File: src/rtl/rob_pkg.sv
package rob_pkg;

   // per-slot status bits
   typedef struct packed {
      logic valid;
      logic done;
      logic fault;
   } rob_flags_t;

   localparam rob_flags_t ROB_FLAGS_EMPTY = '{valid: 1'b0, done: 1'b0, fault: 1'b0};

endpackage

File: src/rtl/rob_ptrs.sv
// Head/tail pointers with a wrap bit, occupancy and the younger-than-branch kill mask.
module rob_ptrs #(
   parameter int DEPTH = 16,
   parameter int IDX_W = 4
) (
   input  logic             clk,
   input  logic             rst_n,
   input  logic             push,
   input  logic             pop,
   input  logic             clear,
   input  logic             flush,
   input  logic [IDX_W-1:0] flush_idx,
   output logic [IDX_W-1:0] head_idx,
   output logic [IDX_W-1:0] tail_idx,
   output logic             full,
   output logic [DEPTH-1:0] kill_mask
);
   localparam int PW = IDX_W + 1;

   logic [PW-1:0]    head_q, tail_q, count, tail_after_br;
   logic [IDX_W-1:0] br_dist;

   assign head_idx      = head_q[IDX_W-1:0];
   assign tail_idx      = tail_q[IDX_W-1:0];
   assign count         = tail_q - head_q;
   assign full          = (count == PW'(DEPTH));
   assign br_dist       = flush_idx - head_idx;
   assign tail_after_br = head_q + PW'(br_dist) + PW'(1);

   always_ff @(posedge clk or negedge rst_n) begin
      if (!rst_n) begin
         head_q <= '0;
         tail_q <= '0;
      end else if (clear) begin
         head_q <= '0;
         tail_q <= '0;
      end else begin
         head_q <= head_q + PW'(pop);
         tail_q <= flush ? tail_after_br : tail_q + PW'(push);
      end
   end

   for (genvar i = 0; i < DEPTH; i++) begin : g_kill
      logic [IDX_W-1:0] age;
      assign age          = IDX_W'(i) - head_idx;
      assign kill_mask[i] = flush && (age > br_dist);
   end
endmodule

File: src/rtl/rob_slots.sv
// Slot storage: status flags, dispatch PC and completion tag per slot.
module rob_slots
   import rob_pkg::*;
#(
   parameter int DEPTH = 16,
   parameter int IDX_W = 4,
   parameter int PC_W  = 32,
   parameter int TAG_W = 6
) (
   input  logic                        clk,
   input  logic                        rst_n,
   input  logic                        clear,
   input  logic [DEPTH-1:0]            kill_mask,
   input  logic                        alloc,
   input  logic [IDX_W-1:0]            alloc_idx,
   input  logic [PC_W-1:0]             alloc_pc,
   input  logic                        fin,
   input  logic [IDX_W-1:0]            fin_idx,
   input  logic                        fin_fault,
   input  logic [TAG_W-1:0]            fin_tag,
   input  logic                        retire,
   input  logic [IDX_W-1:0]            retire_idx,
   output rob_flags_t [DEPTH-1:0]      flags,
   output logic [DEPTH-1:0][PC_W-1:0]  pcs,
   output logic [DEPTH-1:0][TAG_W-1:0] tags
);
   for (genvar i = 0; i < DEPTH; i++) begin : g_slot
      logic hit_alloc, hit_fin, hit_retire;
      assign hit_alloc  = alloc  && (alloc_idx  == IDX_W'(i));
      assign hit_fin    = fin    && (fin_idx    == IDX_W'(i));
      assign hit_retire = retire && (retire_idx == IDX_W'(i));

      always_ff @(posedge clk or negedge rst_n) begin
         if (!rst_n) begin
            flags[i] <= ROB_FLAGS_EMPTY;
            pcs[i]   <= '0;
            tags[i]  <= '0;
         end else if (clear || kill_mask[i] || hit_retire) begin
            flags[i].valid <= 1'b0;
         end else if (hit_alloc) begin
            flags[i] <= '{valid: 1'b1, done: 1'b0, fault: 1'b0};
            pcs[i]   <= alloc_pc;
         end else if (hit_fin) begin
            flags[i].done  <= 1'b1;
            flags[i].fault <= fin_fault;
            tags[i]        <= fin_tag;
         end
      end
   end
endmodule

File: src/rtl/rob_core.sv
module rob_core
   import rob_pkg::*;
#(
   parameter int  DEPTH = 16,
   parameter int  PC_W  = 32,
   parameter int  TAG_W = 6,
   localparam int IDX_W = $clog2(DEPTH)
) (
   input  logic             clk,
   input  logic             rst_n,
   input  logic             disp_valid,
   input  logic [PC_W-1:0]  disp_pc,
   output logic             disp_ready,
   output logic [IDX_W-1:0] disp_idx,
   input  logic             cmpl_valid,
   input  logic [IDX_W-1:0] cmpl_idx,
   input  logic             cmpl_exc,
   input  logic             cmpl_mispred,
   input  logic [TAG_W-1:0] cmpl_tag,
   output logic             commit_valid,
   output logic [IDX_W-1:0] commit_idx,
   output logic [TAG_W-1:0] commit_tag,
   output logic             exc_valid,
   output logic [PC_W-1:0]  exc_pc,
   output logic             flush_valid,
   output logic [IDX_W-1:0] flush_idx
);
   // elaboration-time parameter checks
   if (DEPTH < 2 || (DEPTH & (DEPTH - 1)) != 0) begin : g_bad_depth
      $error("rob_core: DEPTH must be a power of two of at least 2");
   end
   if (PC_W < 2) begin : g_bad_pc
      $error("rob_core: PC_W must be at least 2");
   end
   if (TAG_W < 1) begin : g_bad_tag
      $error("rob_core: TAG_W must be at least 1");
   end

   rob_flags_t [DEPTH-1:0]        flags;
   logic [DEPTH-1:0][PC_W-1:0]    pcs;
   logic [DEPTH-1:0][TAG_W-1:0]   tags;
   logic [DEPTH-1:0]              kill_mask;
   logic [IDX_W-1:0]              head_idx, tail_idx;
   logic                          full, disp_fire, fin_ok;
   rob_flags_t                    head_f, cmpl_f;

   assign head_f = flags[head_idx];
   assign cmpl_f = flags[cmpl_idx];

   assign exc_valid    = head_f.valid && head_f.done && head_f.fault;
   assign commit_valid = head_f.valid && head_f.done && !head_f.fault;
   assign commit_idx   = head_idx;
   assign commit_tag   = tags[head_idx];
   assign exc_pc       = pcs[head_idx];

   assign fin_ok      = cmpl_valid && cmpl_f.valid && !cmpl_f.done && !exc_valid;
   assign flush_valid = fin_ok && cmpl_mispred && !cmpl_exc;
   assign flush_idx   = cmpl_idx;

   assign disp_ready = !full && !exc_valid && !flush_valid;
   assign disp_idx   = tail_idx;
   assign disp_fire  = disp_valid && disp_ready;

   rob_ptrs #(.DEPTH(DEPTH), .IDX_W(IDX_W)) u_ptrs (
      .clk       (clk),
      .rst_n     (rst_n),
      .push      (disp_fire),
      .pop       (commit_valid),
      .clear     (exc_valid),
      .flush     (flush_valid),
      .flush_idx (cmpl_idx),
      .head_idx  (head_idx),
      .tail_idx  (tail_idx),
      .full      (full),
      .kill_mask (kill_mask)
   );

   rob_slots #(.DEPTH(DEPTH), .IDX_W(IDX_W), .PC_W(PC_W), .TAG_W(TAG_W)) u_slots (
      .clk        (clk),
      .rst_n      (rst_n),
      .clear      (exc_valid),
      .kill_mask  (kill_mask),
      .alloc      (disp_fire),
      .alloc_idx  (tail_idx),
      .alloc_pc   (disp_pc),
      .fin        (fin_ok),
      .fin_idx    (cmpl_idx),
      .fin_fault  (cmpl_exc),
      .fin_tag    (cmpl_tag),
      .retire     (commit_valid),
      .retire_idx (head_idx),
      .flags      (flags),
      .pcs        (pcs),
      .tags       (tags)
   );
endmodule

File: config.mk
export PLATFORM = sky130hd
export DESIGN_NAME = rob_core
export DESIGN_NICKNAME = d
export VERILOG_FILES = /design/src/rtl/rob_pkg.sv /design/src/rtl/rob_ptrs.sv /design/src/rtl/rob_slots.sv /design/src/rtl/rob_core.sv
export SDC_FILE = /design/constraint.sdc
export NUM_CORES = 1
export LEC_CHECK = 0
export ABC_CLOCK_PERIOD_IN_PS = 3600
export BUFFER_PORTS_ARGS = -buffer_cell sky130_fd_sc_hd__buf_4
export CAP_MARGIN = 10
export CELL_PAD_IN_SITES_DETAIL_PLACEMENT = 0
export CELL_PAD_IN_SITES_GLOBAL_PLACEMENT = 1
export CORE_MARGIN = 1
export CORE_UTILIZATION = 40
export DETAILED_ROUTE_END_ITERATION = 12
export PLACE_DENSITY = 0.71
export SLEW_MARGIN = 0
export SYNTH_ARGS = -nofsm -noshare
export SYNTH_HDL_FRONTEND = slang
export SYNTH_HIERARCHICAL = 1
export SYNTH_SLANG_ARGS = --single-unit
File: constraint.sdc
create_clock -name clk -period 3.6 [get_ports clk]
set_input_delay 0.9 -clock clk [delete_from_list [all_inputs] [get_ports clk]]
set_output_delay 0.9 -clock clk [all_outputs]
set_load 0.01 [all_outputs]
==> results.md <==
* Final setup TNS at -195.05 ns
* Most common cell in the netlist: dfrtp_1
* H-Tree Depth at 3
* Clock buffer depth at 3
* Vias after detailed routing at around 20000
* Pre-CTS setup slack at -0.783 ns
* IR drop worst, VDD at around 600 uV
* RR Endpoint: u_slots/pcs[411]
* Hold crit path type: input pin to async pin
* Worst Setup End Kind: flop
* Slew Limit Fails at 0
* Drt first-iter violations at between 1000 and 1500
* Post-synth top area cell: dfrtp_1
* Register Area at roughly 17000 um2
* Min Tclk post-route at approximately 4 ns
* Post-route DRC at 0
* Vias in the first global route at around 22000
* Hold buffers post-CTS at 0
* # port buffers at just over 100
* Vias per Instance at 5.62
* Largest net degree at the start of global routing at around 110
* Clock latency on the worst-skew pair at between 0.6 and 0.7 ns
* Syn-to-layout area delta at 27.8%
* Synth area leaders: dfrtp_1 (52%), mux2_2 (20%), mux4_2 (14%), ha_1 (1.5%), buf_2 (1.4%)
* GRT overflow at 0
* Core area at around 79000 um2
* Num ports at 102
* Die footprint at ~82000 um2
* Die span in y at between 200 and 300 um
* Worst-path clk slew at ~0.060 ns
* Final setup fails at between 600 and 700
* Initial antenna violation count at 2
* CP Launch Type: flop
* Final core utilization at approximately 52%
* Pwr/cell area at about 1000 nW/um2
* Layout cell share with drive strength beyond 1 at between 50 and 60%
* Synth cell types at between 60 and 70
* Area of the multi-input gates at 15500 um2
* DR WL/cell at approximately 26 um
* Final WS setup at -0.410 ns
* Synthesized Nets at roughly 2200
* P_leak at ~18 nW
* Outcome: finished with violations
* RSZ-0062 raised after global routing: true
* Syn avg cell area at ~15 um2
* Final clock skew at 0.0178 ns
* FFs w/ async S/R, synth at 100%
* Worst Tran Pin Value at just under 0.8 ns
* Routability cong. at 0.922
* Post-route ant nets at 0
* Initial Util at between 40 and 50%
* GRT Util Overall at between 20% and 30%
* First-pass GRT wire length at roughly 140 mm
* RR Startpoint: u_ptrs/head_q[0]
* DPL Wire Length at roughly 55 mm
* Number of synthesized flops with an enable pin at 0
* Chip Width at 286 um
* Tcrit/Tclk final at 111%
* # Max-Cap Violations at 0
* Commonest cells post-synth: dfrtp_1 (666), mux2_2 (571), mux4_2 (197), buf_2 (89), clkbuf_1 (64)
* Synth Cell Area at between 30000 and 40000 um2
* Slew margin rel. at between 40% and 50%
* FMAX at roughly 250 MHz
* Drt total wl at just over 90 mm
* Crit path max fanout at 17
* Post-synth top area share at about half
* Ys Warns at 6
* Critical path type: flop to flop
* Synth Register Bits at 666
* Failing checks: negative setup slack
* Critical path required time at 4.10 ns
* Critical path data arrival time at 4.51 ns
* Clk sinks at between 600 and 700
* Endpoints failing hold at 0
* Total power at between 40 and 50 mW
* Pre-Repair DR Iteration Count at 5
* Root buf cell: clkbuf_16
* Fillers at ~6400
* Cts bufs inserted at 74
* Syn Inst Count at between 2000 and 2500
* Ys flop type: dfrtp_1
* Register-to-register setup slack at -0.41 ns
* Sequential fraction of the synthesis area at between 50% and 60%
* Fin nets at 2582
* CTS tree: done
* R2r worst-path depth at 16
* Site row count at between 100 and 150
-- through the flow --
step | area [um2] | std cells | hold WS, ns
after floorplan | 32600 | 2142 | 0.451
after global placement | 36200 | 3374 | 0.468
after detailed placement | 36200 | 3374 | 0.477
after CTS | 40400 | 3576 | 0.223
after global routing | 41100 | 3599 | 0.225
final | 41100 | 3600 | 0.229
-- area by class of cell --
cell class / count / area share (%)
flip-flops and latches: 666 / 40.6
clock buffers: 106 / 5.19
repair buffers: 446 / 12.3
well taps: 1050 / 3.19
inverters: 36 / 0.386
multi-input cells: 1268 / 37.6
diodes: 1 / 0.00608
clock inverters: 27 / 0.779
-- timing repair --
action / 4_1_cts / 5_1_grt
setup buffers: 45 / 23
gates resized for setup: 159 / 113
setup endpoints to repair: 675 / 686
pin swaps: 16 / 15
cloned: 25 / 13
hold endpoints to repair: 0 / 0
-- flip-flops by register name, summed over array words and instances (netlist names) --
| signal | cells |
|---|---|
| u_ptrs/head_q | 5 |
| u_ptrs/tail_q | 5 |
| u_slots/flags | 48 |
| u_slots/pcs | 512 |
| u_slots/tags | 96 |
-- worst max-delay path: stages (launching register included) --
cell,delay (ns)
dfrtp_4,0.49
buf_4,0.14
mux4_2,0.54
mux4_2,0.54
inv_4,0.08
nor4_4,0.05
buf_4,0.16
nor2b_4,0.23
o21ai_0,0.14
a21oi_1,0.22
buf_4,0.16
nand2_1,0.05
o21ai_0,0.11
a211oi_2,0.12
nand2_2,0.22
buf_12,0.22
mux2_2,0.36
-- how the worst max path moves through the flow --
stage,from,to,slack [ns],cells after the start
after global placement,cmpl_idx[0],u_slots/pcs[495],-0.79,18
after global routing,u_ptrs/head_q[0],u_slots/pcs[193],-0.51,18
after floorplan,cmpl_idx[0],u_slots/tags[78],-0.27,16
after CTS,u_ptrs/head_q[0],disp_ready,-0.41,9
after detailed placement,cmpl_idx[0],u_slots/pcs[495],-0.78,18
final,u_ptrs/head_q[0],u_slots/pcs[411],-0.41,16
-- metal layers --
metal	GRT usage [%]	routed length, um	vias to the layer above
met3	3.88	4140	138
met2	38.3	46200	440
met5	0	13	-
li1	-	-	8736
met4	5.43	2580	2
met1	29.8	40300	10900
-- kinds of logic (layout without fill, tap and decap cells) --
kind of cell / count (synthesis) / after routing / synth area share [%]
other: 0 / 1 / 0
XOR/XNOR: 26 / 26 / 0.731
AND/OR/NAND/NOR: 212 / 212 / 3.59
adder cells (fa/ha/maj): 42 / 42 / 1.70
multiplexers: 811 / 811 / 35.2
buffers and inverters: 208 / 615 / 2.94
flip-flops: 666 / 666 / 51.8
AO/OA/AOI/OAI: 177 / 177 / 4.02
-- where the power goes --
part           switching, mW  leakage (nW)  internal, mW  total (mW)
Combinational           8.31          8.86          11.4        19.7
Clock                   3.13          1.20          4.39        7.52
Sequential              1.89          8.32          11.1        12.9
Total                   13.3          18.4          26.8        40.1
-- layout by cell type, fill, tap and decap left out, types with 7 or more instances in the layout --
cell type / n
a21oi_1: 37
buf_12: 57
mux2_4: 76
nor2_4: 9
nor2_1: 41
a22o_1: 11
nand2b_1: 15
nor2b_1: 12
clkbuf_16: 87
mux4_2: 197
nand3b_1: 15
clkbuf_1: 17
buf_4: 297
ha_1: 35
buf_6: 47
mux2_1: 18
a211oi_2: 9
clkbuf_8: 14
xnor2_1: 20
buf_16: 24
o21a_1: 17
nand2_1: 33
inv_1: 29
o21ai_0: 25
mux2_2: 514
clkinv_2: 13
nand3_1: 10
and3b_2: 13
dfrtp_1: 662
nand2_4: 7
Power figures use the tool's default switching activity.
